File: src/rtl/ecc_err_pkg.sv
package ecc_err_pkg;
  localparam int unsigned FLAG_SBE_BIT = 0;
  localparam int unsigned FLAG_MBE_BIT = 1;
  localparam int unsigned NMI_EN_BIT   = 2;
  localparam int unsigned SERR_EN_BIT  = 3;
  localparam int unsigned SYN_LSB      = 4;

  typedef enum logic [1:0] {
    EV_NONE = 2'd0,
    EV_SBE  = 2'd1,
    EV_MBE  = 2'd2
  } ev_kind_e;
endpackage

File: src/rtl/ecc_err_ctrl.sv
module ecc_err_ctrl (
  input  logic clk_i,
  input  logic rst_ni,
  input  logic wr_en_i,
  input  logic scrub_dis_d_i,
  input  logic nmi_en_d_i,
  input  logic serr_en_d_i,
  input  logic ce_i,
  output logic scrub_dis_o,
  output logic nmi_en_o,
  output logic serr_en_o,
  output logic scrub_req_o
);
  logic scrub_dis_q, nmi_en_q, serr_en_q, scrub_q;

  always_ff @(posedge clk_i or negedge rst_ni) begin
    if (!rst_ni) begin
      scrub_dis_q <= 1'b0;
      nmi_en_q    <= 1'b0;
      serr_en_q   <= 1'b0;
    end else if (wr_en_i) begin
      scrub_dis_q <= scrub_dis_d_i;
      nmi_en_q    <= nmi_en_d_i;
      serr_en_q   <= serr_en_d_i;
    end
  end

  // scrub follows every corrected read, independent of logging state
  always_ff @(posedge clk_i or negedge rst_ni) begin
    if (!rst_ni) scrub_q <= 1'b0;
    else         scrub_q <= ce_i & ~scrub_dis_q;
  end

  assign scrub_dis_o = scrub_dis_q;
  assign nmi_en_o    = nmi_en_q;
  assign serr_en_o   = serr_en_q;
  assign scrub_req_o = scrub_q;

  assert_scrub_pulse_R2: assert property (@(posedge clk_i) disable iff (!rst_ni)
    scrub_q |=> !scrub_q || $past(ce_i));
  assert_scrub_gated_R2: assert property (@(posedge clk_i) disable iff (!rst_ni)
    scrub_dis_q && !wr_en_i |=> !scrub_q);
endmodule

File: src/rtl/ecc_err_capture.sv
module ecc_err_capture
  import ecc_err_pkg::*;
#(
  parameter int unsigned CAP_W = 19,
  parameter int unsigned SYN_W = 8
) (
  input  logic             clk_i,
  input  logic             rst_ni,
  input  logic             ce_i,
  input  logic             ue_i,
  input  logic [CAP_W-1:0] addr_i,
  input  logic [SYN_W-1:0] syn_i,
  input  logic             clr_sbe_i,
  input  logic             clr_mbe_i,
  output logic             sbe_o,
  output logic             mbe_o,
  output logic [CAP_W-1:0] addr_o,
  output logic [SYN_W-1:0] syn_o
);
  logic             sbe_q, mbe_q;
  logic [CAP_W-1:0] addr_q;
  logic [SYN_W-1:0] syn_q;
  ev_kind_e         kind;
  logic             armed;

  always_comb begin
    if (ue_i)      kind = EV_MBE;
    else if (ce_i) kind = EV_SBE;
    else           kind = EV_NONE;
  end

  assign armed = ~sbe_q & ~mbe_q;

  always_ff @(posedge clk_i or negedge rst_ni) begin
    if (!rst_ni) begin
      sbe_q  <= 1'b0;
      mbe_q  <= 1'b0;
      addr_q <= '0;
      syn_q  <= '0;
    end else if (armed) begin
      case (kind)
        EV_MBE: begin
          mbe_q  <= 1'b1;
          addr_q <= addr_i;
          syn_q  <= '0;
        end
        EV_SBE: begin
          sbe_q  <= 1'b1;
          addr_q <= addr_i;
          syn_q  <= syn_i;
        end
        default: ;
      endcase
    end else begin
      if (clr_sbe_i) sbe_q <= 1'b0;
      if (clr_mbe_i) mbe_q <= 1'b0;
    end
  end

  assign sbe_o  = sbe_q;
  assign mbe_o  = mbe_q;
  assign addr_o = addr_q;
  assign syn_o  = syn_q;

  assert_flags_exclusive_R5: assert property (@(posedge clk_i) disable iff (!rst_ni)
    !(sbe_q && mbe_q));
  assert_fields_frozen_R7: assert property (@(posedge clk_i) disable iff (!rst_ni)
    !armed |=> $stable(addr_q) && $stable(syn_q));
  assert_no_new_flag_R7: assert property (@(posedge clk_i) disable iff (!rst_ni)
    sbe_q |=> !mbe_q);
  assert_mbe_syn_zero_R8: assert property (@(posedge clk_i) disable iff (!rst_ni)
    $rose(mbe_q) |-> syn_q == '0);
  assert_mbe_wins_R9: assert property (@(posedge clk_i) disable iff (!rst_ni)
    armed && ue_i && ce_i |=> mbe_q && !sbe_q);
  assert_w1c_R6: assert property (@(posedge clk_i) disable iff (!rst_ni)
    sbe_q && clr_sbe_i |=> !sbe_q);
endmodule

File: src/rtl/ecc_err_log.sv
module ecc_err_log
  import ecc_err_pkg::*;
#(
  parameter int unsigned ADDR_W = 32,
  parameter int unsigned CAP_W  = 19,
  parameter int unsigned SYN_W  = 8,
  localparam int unsigned SYN_MSB = SYN_LSB + SYN_W - 1,
  localparam int unsigned ADR_LSB = SYN_MSB + 1,
  localparam int unsigned ADR_MSB = ADR_LSB + CAP_W - 1,
  localparam int unsigned DIS_BIT = ADR_MSB + 1,
  localparam int unsigned REG_W   = DIS_BIT + 1
) (
  input  logic              clk_i,
  input  logic              rst_ni,
  input  logic              ce_i,
  input  logic              ue_i,
  input  logic [ADDR_W-1:0] err_addr_i,
  input  logic [SYN_W-1:0]  err_syn_i,
  input  logic              wr_en_i,
  input  logic [REG_W-1:0]  wr_data_i,
  output logic [REG_W-1:0]  rd_data_o,
  output logic              scrub_req_o,
  output logic              nmi_o,
  output logic              serr_o
);
  logic             scrub_dis, nmi_en, serr_en;
  logic             sbe, mbe;
  logic [CAP_W-1:0] cap_addr;
  logic [SYN_W-1:0] cap_syn;

  ecc_err_ctrl u_ctrl (
    .clk_i        (clk_i),
    .rst_ni       (rst_ni),
    .wr_en_i      (wr_en_i),
    .scrub_dis_d_i(wr_data_i[DIS_BIT]),
    .nmi_en_d_i   (wr_data_i[NMI_EN_BIT]),
    .serr_en_d_i  (wr_data_i[SERR_EN_BIT]),
    .ce_i         (ce_i),
    .scrub_dis_o  (scrub_dis),
    .nmi_en_o     (nmi_en),
    .serr_en_o    (serr_en),
    .scrub_req_o  (scrub_req_o)
  );

  ecc_err_capture #(.CAP_W(CAP_W), .SYN_W(SYN_W)) u_cap (
    .clk_i    (clk_i),
    .rst_ni   (rst_ni),
    .ce_i     (ce_i),
    .ue_i     (ue_i),
    .addr_i   (err_addr_i[ADDR_W-1 -: CAP_W]),
    .syn_i    (err_syn_i),
    .clr_sbe_i(wr_en_i & wr_data_i[FLAG_SBE_BIT]),
    .clr_mbe_i(wr_en_i & wr_data_i[FLAG_MBE_BIT]),
    .sbe_o    (sbe),
    .mbe_o    (mbe),
    .addr_o   (cap_addr),
    .syn_o    (cap_syn)
  );

  always_comb begin
    rd_data_o                   = '0;
    rd_data_o[DIS_BIT]          = scrub_dis;
    rd_data_o[ADR_MSB:ADR_LSB]  = cap_addr;
    rd_data_o[SYN_MSB:SYN_LSB]  = cap_syn;
    rd_data_o[SERR_EN_BIT]      = serr_en;
    rd_data_o[NMI_EN_BIT]       = nmi_en;
    rd_data_o[FLAG_MBE_BIT]     = mbe;
    rd_data_o[FLAG_SBE_BIT]     = sbe;
  end

  assign nmi_o  = sbe & nmi_en;
  assign serr_o = mbe & serr_en;

  assert_nmi_drops_R10: assert property (@(posedge clk_i) disable iff (!rst_ni)
    $fell(sbe) |-> !nmi_o);
  assert_serr_drops_R10: assert property (@(posedge clk_i) disable iff (!rst_ni)
    $fell(mbe) |-> !serr_o);
  assert_ctrl_load_R11: assert property (@(posedge clk_i) disable iff (!rst_ni)
    wr_en_i |=> rd_data_o[DIS_BIT] == $past(wr_data_i[DIS_BIT]));
  assert_mutual_out_R5: assert property (@(posedge clk_i) disable iff (!rst_ni)
    !(nmi_o && serr_o));
endmodule

File: config.mk
export PLATFORM = sky130hd
export DESIGN_NAME = ecc_err_log
export DESIGN_NICKNAME = d
export VERILOG_FILES = /design/src/rtl/ecc_err_pkg.sv /design/src/rtl/ecc_err_ctrl.sv /design/src/rtl/ecc_err_capture.sv /design/src/rtl/ecc_err_log.sv
export SDC_FILE = /design/constraint.sdc
export NUM_CORES = 1
export LEC_CHECK = 0
export ABC_AREA = 1
export BUFFER_PORTS_ARGS = -buffer_cell sky130_fd_sc_hd__buf_2
export CAP_MARGIN = 10
export CORE_MARGIN = 8
export CORE_UTILIZATION = 35
export DETAILED_ROUTE_END_ITERATION = 7
export GPL_TIMING_DRIVEN = 0
export PLACE_DENSITY = 0.76
export SYNTH_ARGS = -nofsm -noshare
export SYNTH_HDL_FRONTEND = slang
export SYNTH_SLANG_ARGS = --single-unit
File: constraint.sdc
create_clock -name clk_i -period 1 [get_ports clk_i]
set_input_delay 0.1 -clock clk_i [delete_from_list [all_inputs] [get_ports clk_i]]
set_output_delay 0.1 -clock clk_i [all_outputs]
set_load 0.005 [all_outputs]
# ---- Yosys cells after proc, flatten, opt, wreduce, memory -nomap -nowiden
# Cells that the tools add are included.
dict set report word_totals {
  ff_bits 33
  input_bits 77
  out_inout_bits 35
}
dict set report op_classes {
  eq_ne 4
  mux 9
  bitwise 9
  reduce_logical 8
}
# op count
set op_table {}
lappend op_table {{$pmux W8 S2} 1}
lappend op_table {{$reduce_and A2 Y1} 4}
lappend op_table {{$mux W1} 7}
lappend op_table {{$and A1 B1 Y1} 6}
lappend op_table {{$reduce_bool A2 Y1} 3}
lappend op_table {{$ne A2 B2 Y1 const B} 2}
lappend op_table {{$not A1 Y1} 3}
lappend op_table {{$eq A2 B1 Y1 const B} 1}
lappend op_table {{$eq A2 B2 Y1 const B} 1}
lappend op_table {{$mux W2} 1}
lappend op_table {{$reduce_or A2 Y1} 1}

# ---- Longest topological paths before layout
dict set report logic_depth {
  ltp_word 5
  ltp_mapped 6
  depth_no_buf 5
}

# ---- Modules after synthesis
# A second synthesis with hierarchy kept.
dict set report hier_totals {
  hier_cells 158
  hier_area_um2 1407.6
}
# mod n_inst cells_each area_each_um2 seq_area_each_um2
set by_module_without_submodules {}
lappend by_module_without_submodules {ecc_err_capture 1 129 1194.9 725.7}
lappend by_module_without_submodules {ecc_err_ctrl 1 16 145.1 100.1}
lappend by_module_without_submodules {ecc_err_log 1 13 67.6 0.0}

# ---- Worst setup path before layout
# Ideal clock, no wire load.
dict set report synth_path {
  path_kind {register -> register}
  startpoint {reg u_cap.mbe_q (netlist: u_cap.mbe_o)}
  endpoint {reg u_cap.addr_q[10] (netlist: u_cap.addr_o[10])}
  setup_ns 0.116
  arrival_time_ns 0.906
  required_ns 0.884
  slack_ns -0.022
  path_stages_with_launch 6
  path_buffers 1
  synth_period_minus_slack_ns 1.022
  cell_sequence {dfrtp_1 > nor2_4 > nand2_2 > buf_6 > nand2_1 > nand2_1}
}
dict set report synth_via {
  elab_chain_cells 3
}
# element line
set synth_lines {}
lappend synth_lines {{start, declared} ecc_err_capture.sv:20} ;# logic sbe_q, mbe_q;
lappend synth_lines {{start signal, assigned} ecc_err_capture.sv:37} ;# mbe_q <= 1'b0;
lappend synth_lines {{start signal, assigned} ecc_err_capture.sv:43} ;# mbe_q <= 1'b1;
lappend synth_lines {{start signal, assigned} ecc_err_capture.sv:56} ;# if (clr_mbe_i) mbe_q <= 1'b0;
lappend synth_lines {{$not A1 Y1} ecc_err_capture.sv:32} ;# assign armed = ~sbe_q & ~mbe_q;
lappend synth_lines {{$and A1 B1 Y1} ecc_err_capture.sv:32}
lappend synth_lines {{$reduce_and A2 Y1 (no source line)} n/a}
lappend synth_lines {{end signal, assigned} ecc_err_capture.sv:44} ;# addr_q <= addr_i;
lappend synth_lines {{end signal, assigned} ecc_err_capture.sv:49} ;# addr_q <= addr_i;
lappend synth_lines {{end, declared} ecc_err_capture.sv:21} ;# logic [CAP_W-1:0] addr_q;
# Every way passes these cells.
# A chain may end at the register's enable or synchronous reset.

# ---- Worst setup path in the final report
dict set report layout_path {
  startpoint {reg u_cap.mbe_q (netlist: u_cap.mbe_o)}
  endpoint {reg u_cap.addr_q[9] (netlist: u_cap.addr_o[9])}
}
# Same word-level chain as after synthesis.

==> results.sh <==
export IMPL_start_kind="flip-flop"
export IMPL_tightestPinTransition_ns=0.730
export IMPL_ys_async_sr_fraction=1.00
export IMPL_switching_share=0.360
export IMPL_drv_slew=0
export IMPL_synth_area_top_cells="dfrtp_1 (59%), nand2_1 (18%), nand3_1 (9.6%)"
export IMPL_syn_to_final_growth_pct=56.4
export IMPL_rsz0062_at_grt="true"
export IMPL_switching_power_mw=2.33
export IMPL_fillerInstances=378
export IMPL_skew_ns=0.00707
export IMPL_first_pass_iters=4
export IMPL_violations="negative hold slack, negative setup slack"
export IMPL_vias=1304
export IMPL_design_power_total_mw=6.48
export IMPL_ir_worst_vdd_mv=0.997
export IMPL_setup_slack_ns=-0.143
export IMPL_instances_no_fill=293
export IMPL_placedCellCount=275
export IMPL_via_per_inst=4.45
export IMPL_cts_buffers=5
export IMPL_ys_warn_count=0
export IMPL_seq_area_frac_synth=0.585
export IMPL_max_freq_mhz=875
export IMPL_grt_use_met3=0.0574
export IMPL_netlist_top_cells_count="nand2_1 (67), dfrtp_1 (33), nand3_1 (27)"
export IMPL_wl_per_cell_um=14.5
export IMPL_nets=320
export IMPL_ios=112
export IMPL_multi_input_area_sq_um=538
export IMPL_grt_max_degree=34
export IMPL_dr_first_iter_drc_count=53
export IMPL_io_buffers=71
export IMPL_start_util=0.358
export IMPL_cts_root_buffer="clkbuf_8"
export IMPL_power_leakage_nw=1.26
export IMPL_cts_max_level=2
export IMPL_synth_area_sq_um=1410
export IMPL_row_count=23
export IMPL_cp_required_ns=1.17
export IMPL_routed_wl_um=4250
export IMPL_dieWidth_um=79.5
export IMPL_relSlewSlack=0.513
export IMPL_met1_usage=0.152
export IMPL_p_per_area_nw_per_um2=2930
export IMPL_synth_most_common_cell="nand2_1"
export IMPL_timing_hold_ws_ns=-0.124
export IMPL_drv_cap=0
export IMPL_place_congestion=0.711
export IMPL_syn_area_per_cell_sq_um=9.16
export IMPL_dieArea_sq_um=6320
export IMPL_drive_gt1_frac=0.564
export IMPL_status="finished with violations"
export IMPL_ff_latch_area_sq_um=828
export IMPL_setup_worst_path_end_class="flip-flop"
export IMPL_clk_latency_ns=0.28
export IMPL_crit_arrival_ns=1.31
export IMPL_grt_util_met2=0.229
export IMPL_finalSetupTns_ns=-3.70
export IMPL_pwr_share_clk=0.153
export IMPL_grt_pass1_wl_um=6620
export IMPL_track_usage=0.135
export IMPL_synth_flop_cell="dfrtp_1"
export IMPL_seqPwrFrac=0.362
export IMPL_diodes=0
export IMPL_cts_tree="built"
export IMPL_finalSetupViolations=34
export IMPL_hpwlAfterDp_um=2920
export IMPL_fin_crit_sh=1.14
export IMPL_synth_area_leader_cell="dfrtp_1"
export IMPL_grt_pass1_vias=1330
export IMPL_clk_path_buf_depth=2
export IMPL_crit_type="reg2reg"
export IMPL_p_int_mw=4.14
export IMPL_synthDistinctLibCells=13
export IMPL_syn_num_nets=231
export IMPL_die_height_um=79.5
export IMPL_min_path_type="in2async"
export IMPL_synth_seq_cells=33
export IMPL_clk_pin_slew_ns=0.07
export IMPL_synth_edff_count=0
export IMPL_antenna_found_initial=0
export IMPL_antenna_left=0
export IMPL_top_usage_layer="met2"
export IMPL_p_comb_frac=0.485
export IMPL_fin_crit_ns=1.14
export IMPL_drc=0
export IMPL_cp_max_fo=7
export IMPL_grt_overflow_total=0
export IMPL_core_region_area_sq_um=3940
export IMPL_synth_top_area_share=0.585
export IMPL_synthCells=154
export IMPL_hold_viol_final=33
export IMPL_cts_sinks=33
[cell usage in the layout, fill, tap and decap left out, drive strengths merged]
| master | synthesis | routed |
|---|---|---|
| nand2 | 69 | 69 |
| dfrtp | 33 | 33 |
| nor2 | 3 | 3 |
| nand3 | 27 | 27 |
| clkbuf | 1 | 10 |
| buf | 11 | 91 |
| inv | 7 | 7 |
| o21ai | 3 | 3 |
[state kept, by name, summed over array words and instances (netlist names)]
| signal | cells |
|---|---|
| u_cap.addr_o | 19 |
| u_cap.mbe_o | 1 |
| u_cap.sbe_o | 1 |
| u_cap.syn_o | 8 |
| u_ctrl.nmi_en_o | 1 |
| u_ctrl.scrub_dis_o | 1 |
| u_ctrl.scrub_req_o | 1 |
| u_ctrl.serr_en_o | 1 |
[through the flow]
| stage | util | instance area [sq um] | setup slack, ns |
|---|---|---|---|
| after global routing | 0.560 | 2210 | -0.204 |
| after CTS | 0.518 | 2040 | -0.124 |
| after detailed placement | 0.465 | 1830 | -0.160 |
| after floorplan | - | 1420 | -0.0137 |
| after global placement | 0.465 | 1830 | -0.106 |
| final | 0.560 | 2210 | -0.143 |
[critical path: stages, from the launching register on]
cell and delay (ns):
dfrtp_2 0.45, nor2_4 0.18, nand2_4 0.13, clkbuf_16 0.18, nand2_1 0.05, nand2_1 0.05
[worst paths after layout]
| kind | start | endpoint | slack, ns | cells after the start |
|---|---|---|---|---|
| min in group clk_i | wr_data_i[31] | u_ctrl.scrub_dis_o | 0.02 | 3 |
| min | rst_ni | u_ctrl.scrub_dis_o | -0.12 | 1 |
| max reg2reg | u_cap.mbe_o | u_cap.addr_o[9] | -0.14 | 5 |
| max | u_cap.mbe_o | u_cap.addr_o[9] | -0.14 | 5 |
| max in group asynchronous | rst_ni | u_cap.mbe_o | 0.61 | 1 |
| min reg2reg | u_cap.addr_o[9] | u_cap.addr_o[9] | 0.47 | 2 |
[power by group through the flow]
stage	clock (mW)	sequential, mW	combinational, mW
floorplan	0	2.29	1.17
global placement	0	2.22	2.18
detailed placement	0	2.25	2.26
finish	0.991	2.34	3.14
CTS	1.03	2.27	2.65
global route	1.10	2.43	3.46
[area by class of cell]
cell class / instances / area share
inverter: 7 / 0.0119
buffer: 11 / 0.0629
timing repair buffer: 83 / 0.239
sequential: 33 / 0.375
tap: 50 / 0.0283
multi-input combinational: 102 / 0.244
clock buffer: 7 / 0.0391
[cells by family after synthesis]
kind of cell           Yosys count  synth area share
and+or+nand+nor                 99             0.298
DFF                             33             0.585
buffers and inverters           19             0.106
AOI/OAI and AO/OA                3            0.0106
[layer usage]
| layer | routed length [um] | part of all wire | vias up |
|---|---|---|---|
| met5 | 0 | 0 | - |
| met4 | 16 | 0.0038 | 0 |
| met3 | 373 | 0.088 | 2 |
| met2 | 2110 | 0.50 | 44 |
| met1 | 1740 | 0.41 | 604 |
| li1 | - | - | 654 |
[timing repair]
action                                  in CTS  in global routing
hold endpoints to repair                    33                 33
pin swaps                                    8                 13
endpoints found under the setup margin      35                 35
gates resized for setup                     20                 32
cloned                                       2                  2
buffers inserted                             6                  2
Note: power is estimated with default switching activity, not from simulation.
